<file path="config.mk">
export PLATFORM = sky130hd
export DESIGN_NAME = spi_reg_txn
export DESIGN_NICKNAME = d
export VERILOG_FILES = /design/src/rtl/spi_txn_pkg.sv /design/src/rtl/spi_txn_shifter.sv /design/src/rtl/spi_txn_hdr.sv /design/src/rtl/spi_txn_timer.sv /design/src/rtl/spi_reg_txn.sv
export SDC_FILE = /design/constraint.sdc
export NUM_CORES = 1
export LEC_CHECK = 0
export BUFFER_PORTS_ARGS = -buffer_cell sky130_fd_sc_hd__buf_4
export CAP_MARGIN = 20
export CORE_MARGIN = 5
export CORE_UTILIZATION = 38
export CTS_CLUSTER_SIZE = 40
export DETAILED_ROUTE_END_ITERATION = 8
export GPL_ROUTABILITY_DRIVEN = 0
export GPL_TIMING_DRIVEN = 0
export PLACE_DENSITY = 0.57
export REMOVE_ABC_BUFFERS = 1
export SLEW_MARGIN = 15
export SYNTH_ARGS = -nofsm -noshare
export SYNTH_HDL_FRONTEND = slang
export SYNTH_SLANG_ARGS = --single-unit
</file>
<file path="constraint.sdc">
create_clock -name clk -period 2.5 [get_ports clk]
set_clock_uncertainty 0.15 [all_clocks]
set_input_delay 0.375 -clock clk [delete_from_list [all_inputs] [get_ports clk]]
set_output_delay 0.375 -clock clk [all_outputs]
set_load 0.02 [all_outputs]
</file>
<file path="src/rtl/spi_txn_pkg.sv">
package spi_txn_pkg;

   localparam int HDR_BYTES = 4;
   localparam int LM_W      = 6;

   typedef enum logic [1:0] {
      ST_IDLE = 2'd0,
      ST_HDR  = 2'd1,
      ST_POLL = 2'd2,
      ST_DATA = 2'd3
   } txn_state_e;

endpackage

</file>
<file path="src/rtl/spi_txn_shifter.sv">
module spi_txn_shifter #(
   parameter int DIV_HALF = 2
) (
   input  logic       clk,
   input  logic       rst_n,
   input  logic       start,
   input  logic [7:0] tx_byte,
   output logic       busy,
   output logic       rx_valid,
   output logic [7:0] rx_byte,
   output logic       sclk,
   output logic       mosi,
   input  logic       miso
);

   logic       busy_q;
   logic       sclk_q;
   logic       rxv_q;
   logic [2:0] bit_q;
   logic [7:0] sh_q;
   logic [7:0] rx_q;
   logic       tick;

   generate
      if (DIV_HALF == 1) begin : g_nodiv
         assign tick = busy_q;
      end else begin : g_div
         localparam int CW = $clog2(DIV_HALF);
         localparam logic [CW-1:0] DIV_END = CW'(DIV_HALF - 1);
         logic [CW-1:0] div_q;
         assign tick = busy_q && (div_q == DIV_END);
         always_ff @(posedge clk or negedge rst_n) begin
            if (!rst_n) begin
               div_q <= '0;
            end else if (!busy_q || tick) begin
               div_q <= '0;
            end else begin
               div_q <= div_q + 1'b1;
            end
         end
      end
   endgenerate

   always_ff @(posedge clk or negedge rst_n) begin
      if (!rst_n) begin
         busy_q <= 1'b0;
         sclk_q <= 1'b0;
         rxv_q  <= 1'b0;
         bit_q  <= '0;
         sh_q   <= '0;
         rx_q   <= '0;
      end else begin
         rxv_q <= 1'b0;
         if (start && !busy_q) begin
            busy_q <= 1'b1;
            sclk_q <= 1'b0;
            bit_q  <= 3'd7;
            sh_q   <= tx_byte;
         end else if (tick) begin
            if (!sclk_q) begin
               sclk_q <= 1'b1;
               rx_q   <= {rx_q[6:0], miso};
            end else begin
               sclk_q <= 1'b0;
               if (bit_q == 3'd0) begin
                  busy_q <= 1'b0;
                  rxv_q  <= 1'b1;
               end else begin
                  bit_q <= bit_q - 1'b1;
                  sh_q  <= {sh_q[6:0], 1'b0};
               end
            end
         end
      end
   end

   assign busy     = busy_q;
   assign rx_valid = rxv_q;
   assign rx_byte  = rx_q;
   assign sclk     = sclk_q;
   assign mosi     = busy_q ? sh_q[7] : 1'b0;

endmodule

</file>
<file path="src/rtl/spi_txn_hdr.sv">
module spi_txn_hdr #(
   parameter int ADDR_W = 24
) (
   input  logic                      rd,
   input  logic [spi_txn_pkg::LM_W-1:0] len_m1,
   input  logic [ADDR_W-1:0]         addr,
   input  logic [1:0]                idx,
   output logic [7:0]                hbyte
);

   logic [7:0] lanes [4];

   assign lanes[0] = {rd, 1'b1, len_m1};

   generate
      for (genvar g = 1; g < 4; g++) begin : g_addr_lane
         assign lanes[g] = addr[(3-g)*8 +: 8];
      end
   endgenerate

   assign hbyte = lanes[idx];

endmodule

</file>
<file path="src/rtl/spi_txn_timer.sv">
module spi_txn_timer #(
   parameter int LIMIT = 20_000_000
) (
   input  logic clk,
   input  logic rst_n,
   input  logic run,
   output logic expired
);

   localparam int TW = $clog2(LIMIT + 1);
   localparam logic [TW-1:0] LIM_V = TW'(LIMIT);

   logic [TW-1:0] cnt_q;

   always_ff @(posedge clk or negedge rst_n) begin
      if (!rst_n) begin
         cnt_q <= '0;
      end else if (!run) begin
         cnt_q <= '0;
      end else if (cnt_q != LIM_V) begin
         cnt_q <= cnt_q + 1'b1;
      end
   end

   assign expired = (cnt_q == LIM_V);

endmodule

</file>
<file path="src/rtl/spi_reg_txn.sv">
module spi_reg_txn #(
   parameter int MAX_LEN     = 64,
   parameter int ADDR_W      = 24,
   parameter int DIV_HALF    = 2,
   parameter int TIMEOUT_CYC = 20_000_000,
   localparam int LEN_W      = $clog2(MAX_LEN + 1)
) (
   input  logic              clk,
   input  logic              rst_n,
   input  logic              cmd_valid,
   output logic              cmd_ready,
   input  logic              cmd_read,
   input  logic [LEN_W-1:0]  cmd_len,
   input  logic [ADDR_W-1:0] cmd_addr,
   input  logic [7:0]        wr_data,
   input  logic              wr_valid,
   output logic              wr_ready,
   output logic [7:0]        rd_data,
   output logic              rd_valid,
   output logic              rd_last,
   output logic              done,
   output logic              error,
   output logic              sclk,
   output logic              mosi,
   input  logic              miso,
   output logic              cs_n
);
   import spi_txn_pkg::*;

   generate
      if (MAX_LEN < 1 || MAX_LEN > 64) begin : g_bad_len
         $error("MAX_LEN must lie in 1..64");
      end
      if (ADDR_W != 24) begin : g_bad_addr
         $error("ADDR_W must be 24 for a three-byte address");
      end
      if (DIV_HALF < 1) begin : g_bad_div
         $error("DIV_HALF must be at least 1");
      end
      if (TIMEOUT_CYC < 1) begin : g_bad_tmo
         $error("TIMEOUT_CYC must be at least 1");
      end
   endgenerate

   localparam logic [LEN_W-1:0] MAX_LEN_V = LEN_W'(MAX_LEN);

   txn_state_e        st_q;
   logic              rd_q;
   logic [LM_W-1:0]   lm1_q;
   logic [ADDR_W-1:0] addr_q;
   logic [LM_W-1:0]   cnt_q;
   logic              pend_q;
   logic              cs_n_q;
   logic              done_q;
   logic              err_q;
   logic              rdv_q;
   logic              rdl_q;
   logic [7:0]        rdd_q;

   logic              len_ok;
   logic [7:0]        hdr_byte;
   logic [7:0]        sh_tx;
   logic              sh_start;
   logic              sh_busy;
   logic              sh_rxv;
   logic [7:0]        sh_rx;
   logic              tmo;
   logic              can_launch;

   assign len_ok = (cmd_len != '0) && (cmd_len <= MAX_LEN_V);

   spi_txn_hdr #(.ADDR_W(ADDR_W)) u_hdr (
      .rd     (rd_q),
      .len_m1 (lm1_q),
      .addr   (addr_q),
      .idx    (cnt_q[1:0]),
      .hbyte  (hdr_byte)
   );

   spi_txn_timer #(.LIMIT(TIMEOUT_CYC)) u_tmr (
      .clk     (clk),
      .rst_n   (rst_n),
      .run     (st_q == ST_POLL),
      .expired (tmo)
   );

   spi_txn_shifter #(.DIV_HALF(DIV_HALF)) u_shift (
      .clk      (clk),
      .rst_n    (rst_n),
      .start    (sh_start),
      .tx_byte  (sh_tx),
      .busy     (sh_busy),
      .rx_valid (sh_rxv),
      .rx_byte  (sh_rx),
      .sclk     (sclk),
      .mosi     (mosi),
      .miso     (miso)
   );

   always_comb begin
      sh_tx      = 8'h00;
      can_launch = 1'b0;
      unique case (st_q)
         ST_HDR: begin
            sh_tx      = hdr_byte;
            can_launch = 1'b1;
         end
         ST_POLL: begin
            can_launch = 1'b1;
         end
         ST_DATA: begin
            sh_tx      = rd_q ? 8'h00 : wr_data;
            can_launch = rd_q || wr_valid;
         end
         default: begin
            can_launch = 1'b0;
         end
      endcase
   end

   assign sh_start  = pend_q && !sh_busy && can_launch;
   assign wr_ready  = (st_q == ST_DATA) && !rd_q && pend_q && !sh_busy;
   assign cmd_ready = (st_q == ST_IDLE);

   always_ff @(posedge clk or negedge rst_n) begin
      if (!rst_n) begin
         st_q   <= ST_IDLE;
         rd_q   <= 1'b0;
         lm1_q  <= '0;
         addr_q <= '0;
         cnt_q  <= '0;
         pend_q <= 1'b0;
         cs_n_q <= 1'b1;
         done_q <= 1'b0;
         err_q  <= 1'b0;
         rdv_q  <= 1'b0;
         rdl_q  <= 1'b0;
         rdd_q  <= '0;
      end else begin
         done_q <= 1'b0;
         err_q  <= 1'b0;
         rdv_q  <= 1'b0;
         rdl_q  <= 1'b0;
         rdd_q  <= '0;
         if (sh_start) begin
            pend_q <= 1'b0;
         end
         unique case (st_q)
            ST_IDLE: begin
               if (cmd_valid) begin
                  if (!len_ok) begin
                     done_q <= 1'b1;
                     err_q  <= 1'b1;
                  end else begin
                     rd_q   <= cmd_read;
                     lm1_q  <= LM_W'(cmd_len - LEN_W'(1));
                     addr_q <= cmd_addr;
                     cnt_q  <= '0;
                     pend_q <= 1'b1;
                     cs_n_q <= 1'b0;
                     st_q   <= ST_HDR;
                  end
               end
            end
            ST_HDR: begin
               if (sh_rxv) begin
                  pend_q <= 1'b1;
                  if (cnt_q == LM_W'(HDR_BYTES - 1)) begin
                     cnt_q <= '0;
                     st_q  <= sh_rx[0] ? ST_DATA : ST_POLL;
                  end else begin
                     cnt_q <= cnt_q + 1'b1;
                  end
               end
            end
            ST_POLL: begin
               if (sh_rxv) begin
                  if (sh_rx[0]) begin
                     cnt_q  <= '0;
                     pend_q <= 1'b1;
                     st_q   <= ST_DATA;
                  end else if (tmo) begin
                     cs_n_q <= 1'b1;
                     done_q <= 1'b1;
                     err_q  <= 1'b1;
                     st_q   <= ST_IDLE;
                  end else begin
                     pend_q <= 1'b1;
                  end
               end
            end
            ST_DATA: begin
               if (sh_rxv) begin
                  if (rd_q) begin
                     rdv_q <= 1'b1;
                     rdd_q <= sh_rx;
                     rdl_q <= (cnt_q == lm1_q);
                  end
                  if (cnt_q == lm1_q) begin
                     cs_n_q <= 1'b1;
                     done_q <= 1'b1;
                     st_q   <= ST_IDLE;
                  end else begin
                     cnt_q  <= cnt_q + 1'b1;
                     pend_q <= 1'b1;
                  end
               end
            end
            default: st_q <= ST_IDLE;
         endcase
      end
   end

   assign cs_n     = cs_n_q;
   assign done     = done_q;
   assign error    = err_q;
   assign rd_valid = rdv_q;
   assign rd_last  = rdl_q;
   assign rd_data  = rdd_q;

endmodule

</file>
==> run summary, run 1 <==
Sorting the synthesized cells by area gives the leading types as dfrtp_1 (49%), mux2_2 (7.7%), mux4_2 (3.1%). The wire length reported by the detailed router is 11100 microns. The run finished, with violations left. The fmax came out at 413 MHz.

The full die area is 15800 sq um. At the end of the flow, the number of nets in the layout was 572. The number of standard cells in the final layout excluding fillers came out at 697.

The clock passes through at most 2 buffers. The core area came out at 13200 sq um. Headroom to the max-slew limit came out at 38.5%. The clock sink count came out at 101. The layout overhead on the synthesized area came out at 19.6%. The sequential cell area fraction in the yosys report is 49.6%. The largest fanout on the critical path is 14. The die height is 126 microns.

The power per standard cell area is 537 nW/um^2. By area, the combinational part of the netlist is dominated by simple AND/OR/NAND/NOR gates. The internal power summed over all cells is 2.60 mW. The routed length per instance is 15.9 microns.

The H-tree depth reported by CTS is 3. The synthesized netlist devotes 9.74% of its cell area to compound gates. For this design the static power due to leakage is 2.72 nW. The maximum resistive drop on vdd came out at 344 uV. The later pin in the worst-skew pair is clocked with a latency of 0.35 ns.

The required arrival time at the worst endpoint is 2.58 ns. The analysis attributes to net switching a power of 0.672 mW. In this run the cell area of the synthesized design comes to 5100 sq um.

The proportion of power drawn by the clock network came out at 46.5%. The final non-filler cell area is 6100 sq um. During I/O placement, the number of pins put on the boundary was 62. The max-slew violation total from the final report came out at 0. For this run, the number of Yosys warnings is 0. The standard-cell row count came out at 42. The number of global-route vias before repair came out at 3722. Counting every instance in the synthesized netlist gives 460. Counting instances in the post-synthesis netlist gives the leading cell types as dfrtp_1 (100), mux2_2 (35), nor2_1 (35).

The overall routing resource usage came out at 14.3%. The number of remaining DRC errors came out at 0. Per report_power, the sequential group accounts for 50.0% of the total.

The biggest area contributor in the post-synthesis netlist is dfrtp_1. Cells with a size suffix above 1 make up 27.6% of the layout. The leftover overflow at the end of global routing is 0. The clock-pin slew on the worst setup and hold paths came out at 0.07 ns. The start of the worst register-to-register path is st_q[1]. Summing the areas of all and, or, nand and nor instances in the mapped netlist gives 16.0% of the synthesized area. The first-pass iteration count of the detailed router is 4. The starting utilization of the core area came out at 38.6%. The worst slack after detailed placement came out at -0.352 ns. After detailed routing, the number of vias per cell comes to 5.26. The slowest stage of the critical path is the ha_2 cell.

STA classifies the critical path startpoint as a flop. The multiplexer share of the synthesized area is 13.6%. Tracing the worst setup path back leads to its startpoint at st_q[1]. The count of input and output buffers came out at 61. For this block, the initial DRC count from the detailed router was 240.

The area of placed instances is 5720 sq um. Measured on the finished design, the core utilization comes to 46.2%. The XOR/XNOR share of the synthesized area came out at 5.33%. Averaged over all synthesized cells, the footprint is 11.1 sq um. The share of power burned in combinational logic came out at 3.5%. The vias after detailed routing came out at 3667. The maximum number of pins on one net before global-route repair is 102. The residual antenna-violating net count after detailed routing is 0. The worst hold slack after final layout is -0.0187 ns.

CTS placed an instance of clkbuf_16 at the clock tree root. The first global-routing pass estimated 18500 microns of wire. The capturing element type of the critical path is a flop. Across the run, the number of max-cap violations was 0. Setup repair after global routing could not meet its margin everywhere. The number of distinct standard cells referenced by the synthesized netlist came out at 64.

The share of the synthesized area in the top cell type came out at 49.1%. The measured slew at the worst slew-check pin came out at 0.923 ns. Among all cell types in the netlist, the one instantiated most often is dfrtp_1. The number of buffers created by CTS came out at 9. Setup violations remaining at the end of the flow were counted as 0.

Synthesis inferred 101 register bits. The wire-length estimate of the detail-placed layout is 7700 microns. STA puts the critical path data arrival time at 2.50 ns.

The number of hold-slack violations in the final timing report was 9. The path class of the lowest-slack min-delay path is in2async. The checks that failed: hold timing. The clock period could shrink to 2.42 ns. The period utilization came out at 96.9%. Walking the worst path, the cells encountered are inv_1 -> ha_2 -> inv_1 -> a31o_2 -> and3_1 -> and4_1 -> or3_1.

The async set-or-reset flop fraction in the synthesized netlist is 100%. The cell that appears most often on the critical path is inv_1. The number of antenna violations at the first check in global routing is 0. The number of enable-type register cells in the synthesized netlist is 0. 0 antenna diodes ended up in the layout. The synthesized netlist devotes 2.70% of its cell area to adder and majority cells. After layout, the worst setup slack is 0.0773 ns. TritonCTS built the clock tree.

The worst setup path category is reg2reg. The most used flip-flop cell after synthesis is dfrtp_1. From left edge to right edge, the die measures 126 microns.

The number of cells after detailed placement came out at 679. Net switching is 20.5% of the power. The largest incremental delay on the critical path came out at 0.42 ns.
==> stage by stage <==
step | TNS, ns | power (mW)
final | 0 | 3.28
after CTS | 0 | 3.33
after global placement | -21.51 | 1.78
after detailed placement | -4.36 | 1.79
after floorplan | -2.30 | 1.69
after global routing | -0.0372 | 3.40
==> sequential cells by signal, indices dropped and copies added, names as in the netlist, 2 cells and up <==
signal           count
u_tmr.cnt_q         25
addr_q              24
rd_data              8
u_shift.rx_byte      8
u_shift.sh_q         8
cnt_q                6
lm1_q                6
u_shift.bit_q        3
st_q                 2
==> what timing repair did <==
item / in CTS / in global routing
endpoints found under the setup margin: 12 / 25
cloned: 0 / 1
gates resized for setup: 7 / 4
setup buffers: 0 / 1
hold buffers: 0 / 0
pin swaps: 0 / 1
==> cell families after synthesis <==
kind of cell    Yosys count
compound gates           75
xor+xnor                 31
fa+ha+maj                11
buf+inv                  38
flops                   101
mux                      56
simple gates            148
==> metal layers <==
| layer | GRT usage [%] | vias up | routed length (microns) |
|---|---|---|---|
| met5 | 0 | - | 0 |
| met4 | 5.05 | 0 | 223 |
| met3 | 4.49 | 19 | 619 |
| met2 | 22.8 | 96 | 5080 |
| met1 | 18.5 | 1786 | 5130 |
| li1 | - | 1766 | - |
==> layout by cell type (no fill, tap or decap), types with 5 or more instances in the layout <==
master,count
nand3_1,15
nand4_1,7
mux2_2,35
nor3_1,9
o21ai_0,12
xor2_1,13
ha_1,9
a22oi_1,8
buf_4,61
nand2_1,26
mux4_2,7
o22ai_1,7
or3_1,5
xnor2_1,18
nor4_1,6
inv_1,17
dfrtp_1,99
clkbuf_16,9
a21oi_1,15
and2_1,11
nand2b_1,5
mux2i_1,14
nor2_1,35
==> power groups by stage <==
stage          registers (mW)  clock network [mW]  logic, mW
2_1_floorplan            1.67                   0     0.0213
3_3_place_gp             1.67                   0      0.115
3_5_place_dp             1.67                   0      0.118
4_1_cts                  1.64                1.58      0.118
5_1_grt                  1.64                1.63      0.130
6_report                 1.64                1.52      0.115
==> final cells by class <==
| class | instances | area, sq um |
|---|---|---|
| sequential | 101 | 2530 |
| timing repair buffer | 64 | 499 |
| timing repair inverter | 1 | 5.00 |
| tap | 176 | 220 |
| inverter | 18 | 72.6 |
| clock buffer | 10 | 239 |
| multi-input combinational | 321 | 2440 |
| fill | 1262 | 7090 |
| clock inverter | 6 | 93.8 |
==> worst paths after layout <==
check	end	depth (start not counted)	slack (ns)
min reg2reg	u_shift.g_div.div_q	1	0.31
min	u_shift.rx_byte[7]	1	-0.02
max	st_q[1]	7	0.08
max reg2reg	st_q[1]	7	0.08
min in group clk	lm1_q[0]	2	0.07
max in group asynchronous	cnt_q[0]	1	1.56
==> critical path, delay by kind of cell, from the launching register on <==
| family | cells | cell delay [ns] |
|---|---|---|
| simple gates | 3 | 0.72 |
| fa+ha+maj | 1 | 0.42 |
| buf+inv | 2 | 0.33 |
| compound gates | 1 | 0.27 |
| flops | 1 | 0.41 |
(Power assumes the default switching activity.)
==> inputs of run 2 (changes only) <==
--- a/config.mk
+++ b/config.mk
@@ -5,15 +5,17 @@
 export SDC_FILE = /design/constraint.sdc
 export NUM_CORES = 1
 export LEC_CHECK = 0
-export BUFFER_PORTS_ARGS = -buffer_cell sky130_fd_sc_hd__buf_4
 export CAP_MARGIN = 20
 export CORE_MARGIN = 5
 export CORE_UTILIZATION = 38
+export CTS_CLUSTER_DIAMETER = 100
 export CTS_CLUSTER_SIZE = 40
 export DETAILED_ROUTE_END_ITERATION = 8
+export DONT_BUFFER_PORTS = 1
 export GPL_ROUTABILITY_DRIVEN = 0
 export GPL_TIMING_DRIVEN = 0
-export PLACE_DENSITY = 0.57
+export PLACE_DENSITY = 0.53
+export RECOVER_POWER = 25
 export REMOVE_ABC_BUFFERS = 1
 export SLEW_MARGIN = 15
 export SYNTH_ARGS = -nofsm -noshare
==> run 2 against run 1 <==
Against the previous run: the flow still finishes with violations (hold timing); die area stayed put; largest power group unchanged; largest cell class unchanged; maximum frequency is 0.10% lower; via count decreased by 7.4%; first-iteration DRC count down 24%; critical endpoint unchanged.
==> run summary, run 2 (synthesized netlist as in run 1, its figures left out) <==
The number of nets in the finished design is 512. The analysis attributes to net switching a power of 0.626 mW. The first detailed-routing pass ran for 4 iterations.

The number of hold-slack violations in the final timing report is 101. The number of buffers created by CTS is 9. The post-detailed-placement half-perimeter wirelength came out at 7470 microns.

The critical path launch point type is a flop. The number of global-route vias before repair is 3534. The maximum number of pins on one net before global-route repair came out at 102. The fmax is 412 MHz. The run finished, with violations left. The required arrival time at the worst endpoint came out at 2.58 ns.

The deepest clock path buffer count came out at 2. The clock-pin slew on the worst setup and hold paths came out at 0.07 ns. Measured against its own limit, the worst slew margin works out to 57.1%. The measured slew at the worst slew-check pin came out at 0.643 ns. The core area is 13200 sq um. The maximum resistive drop on vdd came out at 374 uV. The ratio of cells with drive above 1 in the final layout came out at 18.0%.

The number of antenna violations at the first check in global routing came out at 0. The overall routing resource usage came out at 14.5%. The sequential cells in the finished layout cover a total of 2530 sq um. The number of DRC markers in iteration 0 is 182. In the layout the commonest cells are dfrtp_1 (97), nor2_1 (35), mux2_2 (35), nand2_1 (26), xnor2_1 (18). On the worst path, the slowest cell contributes a delay of 0.42 ns. The reported leakage power came out at 2.43 nW. The flip-flop count of the largest register, all copies and words added is 25. STA puts the critical path data arrival time at 2.51 ns. The tightest min-delay check is of the in2async type. The full die area came out at 15800 sq um. The width of the die is 126 microns. The worst setup path is captured at a flop. The number of antenna cells inserted is 0. The wire length of the first global-routing pass came out at 18300 microns.

The number of standard cells in the final layout excluding fillers is 637. The residual antenna-violating net count after detailed routing is 0. The clock sink count came out at 101. The multi-input combinational cells in the finished layout cover a total of 2440 sq um. The H-tree generated during clock tree synthesis spans 3 levels. The CTS tree is built. The leftover overflow at the end of global routing came out at 0. The share of power burned in registers came out at 50.2%. Among all stages on the critical path, the largest delay is contributed by ha_2. The final critical-path required period came out at 2.43 ns.

The share of power burned in combinational logic came out at 0.9%. The die height came out at 126 microns. The number of remaining DRC errors came out at 0. The tool flagged a number of max-cap violations equal to 0. The internal power summed over all cells came out at 2.64 mW. Setup repair after global routing could not meet its margin everywhere. The number of placed I/O pins is 62. The share of total power consumed by net switching came out at 19.2%. The vias after detailed routing came out at 3396. The number of filler instances in the final layout came out at 1258. In this run the power density over the cells is 576 nW/um^2. The critical path goes through inv_1 -> ha_2 -> inv_1 -> a31o_2 -> and3_1 -> and4_1 -> or3_1. The detailed-route vias per instance came out at 5.33.

The max-slew violation total from the final report came out at 0. In the final layout, the registers with the most flip-flops are u_tmr.cnt_q x25, addr_q x24. The wire length reported by the detailed router is 10900 microns. The starting utilization of the core area came out at 38.6%. Hold timing on the final database bottoms out at a slack of -0.432 ns. Setup violations remaining at the end of the flow were counted as 0. The layout overhead on the synthesized area came out at 11.1%. The standard-cell row count came out at 42.

After layout, the worst path uses 97.0% of the clock period. The register with the most flip-flops in the final layout is u_tmr.cnt_q. The proportion of power drawn by the clock network came out at 49.0%. The count of input and output buffers is 0.

The end-of-flow core utilization came out at 42.9%. The setup path with the least slack is of type reg2reg. Leaving out fill and tap cells, the most frequent cell in the layout is dfrtp_1.

The clock latency of the later-clocked register in the worst-skew pair came out at 0.35 ns. Once placement completed, the tool counted placed cells totaling 618. Of all nets on the critical path, the largest fanout is 14.

The routed length per instance came out at 17.0 microns. The checks that failed: hold timing. By instance count, the cell type seen most on the critical path is inv_1. The root buffer cell is clkbuf_16.
-- run 2: cell types whose count changed in the layout (fill, tap and decap cells not counted), sizes merged --
cell	previous run	this run
buf	64	3
clkinvlp	1	0
clkbuf	10	11
dlygate4sd3	0	2
bufinv	2	3
clkinv	3	2
inv	19	18
-- run 2: power by group through the flow --
stage                     clock network, mW  registers [mW]  logic, mW
after global placement                    0            1.67     0.0245
after floorplan                           0            1.67     0.0213
after global routing                   1.71            1.64     0.0308
after CTS                              1.64            1.64     0.0264
after detailed placement                  0            1.67     0.0248
final                                  1.60            1.64     0.0279
-- run 2: what timing repair did --
item / 4_1_cts / 5_1_grt
hold endpoints to repair: 102 / 102
pin swaps: 0 / 1
resized for setup: 8 / 6
hold buffers: 1 / 1
setup endpoints to repair: 23 / 22
buffers inserted: 0 / 1
-- run 2: layout make-up --
type,count,share of cell area [%]
multi-input cells,321,43.1
well taps,176,3.89
inverters,18,1.28
repair buffers,5,1.02
clock inverters,5,1.90
clock buffers,11,4.11
flip-flops and latches,101,44.7
-- run 2: path summary, 6_finish.rpt --
path,cells past startpoint,to,slack (ns),startpoint
max in group asynchronous,0,cs_n,2.44,rst_n
min in group clk,1,addr_q[17],0.02,cmd_addr[17]
min,0,u_shift.rx_byte[7],-0.43,rst_n
min reg2reg,1,u_shift.g_div.div_q,0.30,u_shift.g_div.div_q
max,7,st_q[1],0.07,st_q[1]
max reg2reg,7,st_q[1],0.07,st_q[1]
-- run 2: worst max-delay path, delay by kind of cell (launching register included) --
kind / cells / cell delay (ns)
compound gates: 1 / 0.27
fa+ha+maj: 1 / 0.42
buf+inv: 2 / 0.33
flops: 1 / 0.41
simple gates: 3 / 0.72
-- run 2: routing by layer --
metal / global-route usage [%] / vias up / wire [microns]
met5: 0 / - / 0
met4: 4.61 / 0 / 163
met3: 6.27 / 12 / 751
met2: 22.1 / 76 / 4990
met1: 18.6 / 1669 / 4950
li1: - / 1639 / -
-- run 2: metrics by stage --
stage               setup TNS (ns)  total power, mW  worst slack, ns  hold WS [ns]  area [sq um]
finish                           0             3.26           0.0748        -0.432          5660
global route               -0.0442             3.38          -0.0442        -0.460          5660
CTS                              0             3.31           0.0121        -0.451          5630
detailed placement           -3.69             1.69           -0.407       -0.0681          5260
global placement            -20.72             1.69           -0.627       -0.0674          5230
floorplan                    -2.30             1.69          -0.0907       -0.0706          5010
==> inputs of run 3 (changes only) <==
--- a/config.mk
+++ b/config.mk
@@ -14,6 +14,7 @@
 export DONT_BUFFER_PORTS = 1
 export GPL_ROUTABILITY_DRIVEN = 0
 export GPL_TIMING_DRIVEN = 0
+export MAX_ROUTING_LAYER = met4
 export PLACE_DENSITY = 0.53
 export RECOVER_POWER = 25
 export REMOVE_ABC_BUFFERS = 1
==> run 3 against run 2 <==
Against the previous run: wire length grew 0.21%; worst hold slack is essentially flat; global-route usage grew 0.43 points; critical path depth is the same; core utilization is the same; sequential share of layout area is the same; sequential power is essentially flat; via count grew 0.21%; highest routed layer unchanged; the flow still finishes with violations (hold timing); non-clock buffer count is the same; maximum frequency grew 0.11%.
==> run summary, run 3 (synthesized netlist as in run 1, its figures left out) <==
The ratio of cells with drive above 1 in the final layout is 18.0%. The routed length per instance came out at 17.1 microns. The number of antenna cells inserted came out at 0. The capturing element type of the critical path is a flop. Ranked by flip-flop count, first place goes to u_tmr.cnt_q. The deepest clock path buffer count is 2. The clock latency of the later-clocked register in the worst-skew pair is 0.35 ns. The clock sink count is 101. The max-cap violation count came out at 0. The setup total negative slack is 0 ns. The maximum number of pins on one net before global-route repair is 102. The H-tree generated during clock tree synthesis spans 3 levels. At the end of the flow, the number of nets in the layout was 512. The required arrival time at the worst endpoint is 2.58 ns. The proportion of power drawn by the clock network came out at 49.0%. The period utilization came out at 96.9%.

In this run the worst path has a maximum fanout of 14. The post-detailed-placement half-perimeter wirelength is 7470 microns. The cell sitting at the root of the clock tree is a clkbuf_16.

The starting utilization of the core area came out at 38.6%. The vias after detailed routing came out at 3403. The wire length reported by the detailed router came out at 10900 microns. The number of filler instances in the final layout came out at 1258. The library cell used most frequently in the layout, excluding fill and tap cells, is dfrtp_1. The worst hold slack after final layout is -0.432 ns.

The number of global-route vias before repair is 3549. The number of antenna violations at the first check in global routing is 0. The critical path in this run is classified as reg2reg.

The number of buffers created by CTS is 9. In the post-route analysis, the smallest setup slack over all paths is 0.0775 ns. Across every metal layer, demand over resource in global routing totals 14.9%. The worst slack after detailed placement came out at -0.407 ns. The power per standard cell area came out at 576 nW/um^2.

Row generation in the floorplan step produced 42 rows. The fmax is 413 MHz. The core area came out at 13200 sq um. The number of standard cells in the final layout excluding fillers came out at 637. The CTS tree is built. The number of placed I/O pins came out at 62. The count of nets left with antenna violations once routing finished came out at 0. The wire length of the first global-routing pass is 18300 microns. The layout overhead on the synthesized area came out at 11.1%. After detailed routing, the number of remaining DRC violations is 0. The largest registers in the layout are u_tmr.cnt_q x25, addr_q x24. The max-slew violation total from the final report is 0. The run finished, with violations left. In this run the worst hold path is classified as in2async. After layout, the minimum clock period comes to 2.42 ns. The count of input and output buffers is 0. The arrival time at the worst endpoint came out at 2.50 ns. The first-pass iteration count of the detailed router came out at 4. The switching power came out at 0.626 mW. STA classifies the critical path startpoint as a flop. The share of total power consumed by net switching is 19.2%. The maximum resistive drop on vdd is 374 uV. The full die area is 15800 sq um. Using the TritonRoute via totals, the vias-per-cell ratio works out to 5.34. The internal power summed over all cells came out at 2.64 mW. The number of hold-slack violations in the final timing report is 101.

At the pin with the least slew margin, the transition time is 0.647 ns. Setup violations remaining at the end of the flow were counted as 0. The top cell types in the final layout, fill and taps aside, are dfrtp_1 (97), nor2_1 (35), mux2_2 (35), nand2_1 (26), xnor2_1 (18). In this run the tightest slew margin relative to its limit is 56.8%. The share of power burned in combinational logic came out at 0.9%. The die is 126 microns tall. The die is 126 microns wide.

In this run the cell area measured after placement is 5260 sq um. The final non-filler cell area came out at 5660 sq um. The number of DRC markers in iteration 0 is 179. The number of cells after detailed placement came out at 618. Sequential cells burn 50.2% of the power.

The leftover overflow at the end of global routing is 0. The clock-pin slew on the worst setup and hold paths is 0.07 ns. The register with the most flip-flops in the layout has 25 of them.

The reported leakage power came out at 2.43 nW. Setup repair after global routing could not meet its margin everywhere. The final reports fail on hold timing.
-- run 3: cell counts in the layout (fill, tap and decap cells not counted) --
Identical to the previous run, type by type.
-- run 3: final timing paths --
kind                                        to  depth (start not counted)  slack, ns                 from
setup / recovery                       st_q[1]                          7       0.08              st_q[1]
hold / removal              u_shift.rx_byte[7]                          0      -0.43                rst_n
setup reg to reg                       st_q[1]                          7       0.08              st_q[1]
hold reg to reg            u_shift.g_div.div_q                          1       0.30  u_shift.g_div.div_q
max in group asynchronous                 cs_n                          0       2.44                rst_n
min in group clk                    addr_q[17]                          1       0.02         cmd_addr[17]
-- run 3: per-stage QoR --
step	util, %	power (mW)	hold WS, ns
after floorplan	-	1.69	-0.0706
after global routing	42.9	3.38	-0.460
after detailed placement	39.9	1.69	-0.0681
after CTS	42.7	3.31	-0.451
final	42.9	3.26	-0.432
after global placement	39.6	1.69	-0.0674
-- run 3: critical path, stage by stage, from the launching register on --
cell,delay [ns]
dfrtp_1,0.41
inv_1,0.18
ha_2,0.42
inv_1,0.15
a31o_2,0.27
and3_1,0.18
and4_1,0.18
or3_1,0.36
-- run 3: area by class of cell --
type	count	area [sq um]	area share, %
clock buffer	11	233	4.11
timing repair buffer	5	57.6	1.02
sequential	101	2530	44.7
inverter	18	72.6	1.28
multi-input combinational	321	2440	43.1
tap	176	220	3.89
clock inverter	5	108	1.90
-- run 3: timing repair --
| action | in CTS | in global routing |
|---|---|---|
| resized for setup | 8 | 6 |
| endpoints found under the hold margin | 102 | 102 |
| hold buffers | 1 | 1 |
| setup endpoints to repair | 23 | 22 |
| buffers inserted | 0 | 1 |
| pin swaps | 0 | 1 |
-- run 3: layer usage --
layer	global-route usage [%]	up-vias	wire length (microns)
met4	4.61	0	164
met1	19.1	1673	5050
met2	22.1	82	5020
met3	5.50	12	638
li1	-	1636	-
met5	-	-	0
-- run 3: power by group through the flow --
stage               Sequential [mW]  Clock [mW]  Combinational, mW
finish                         1.64        1.60             0.0279
floorplan                      1.67           0             0.0213
global route                   1.64        1.71             0.0308
detailed placement             1.67           0             0.0248
global placement               1.67           0             0.0245
CTS                            1.64        1.64             0.0264
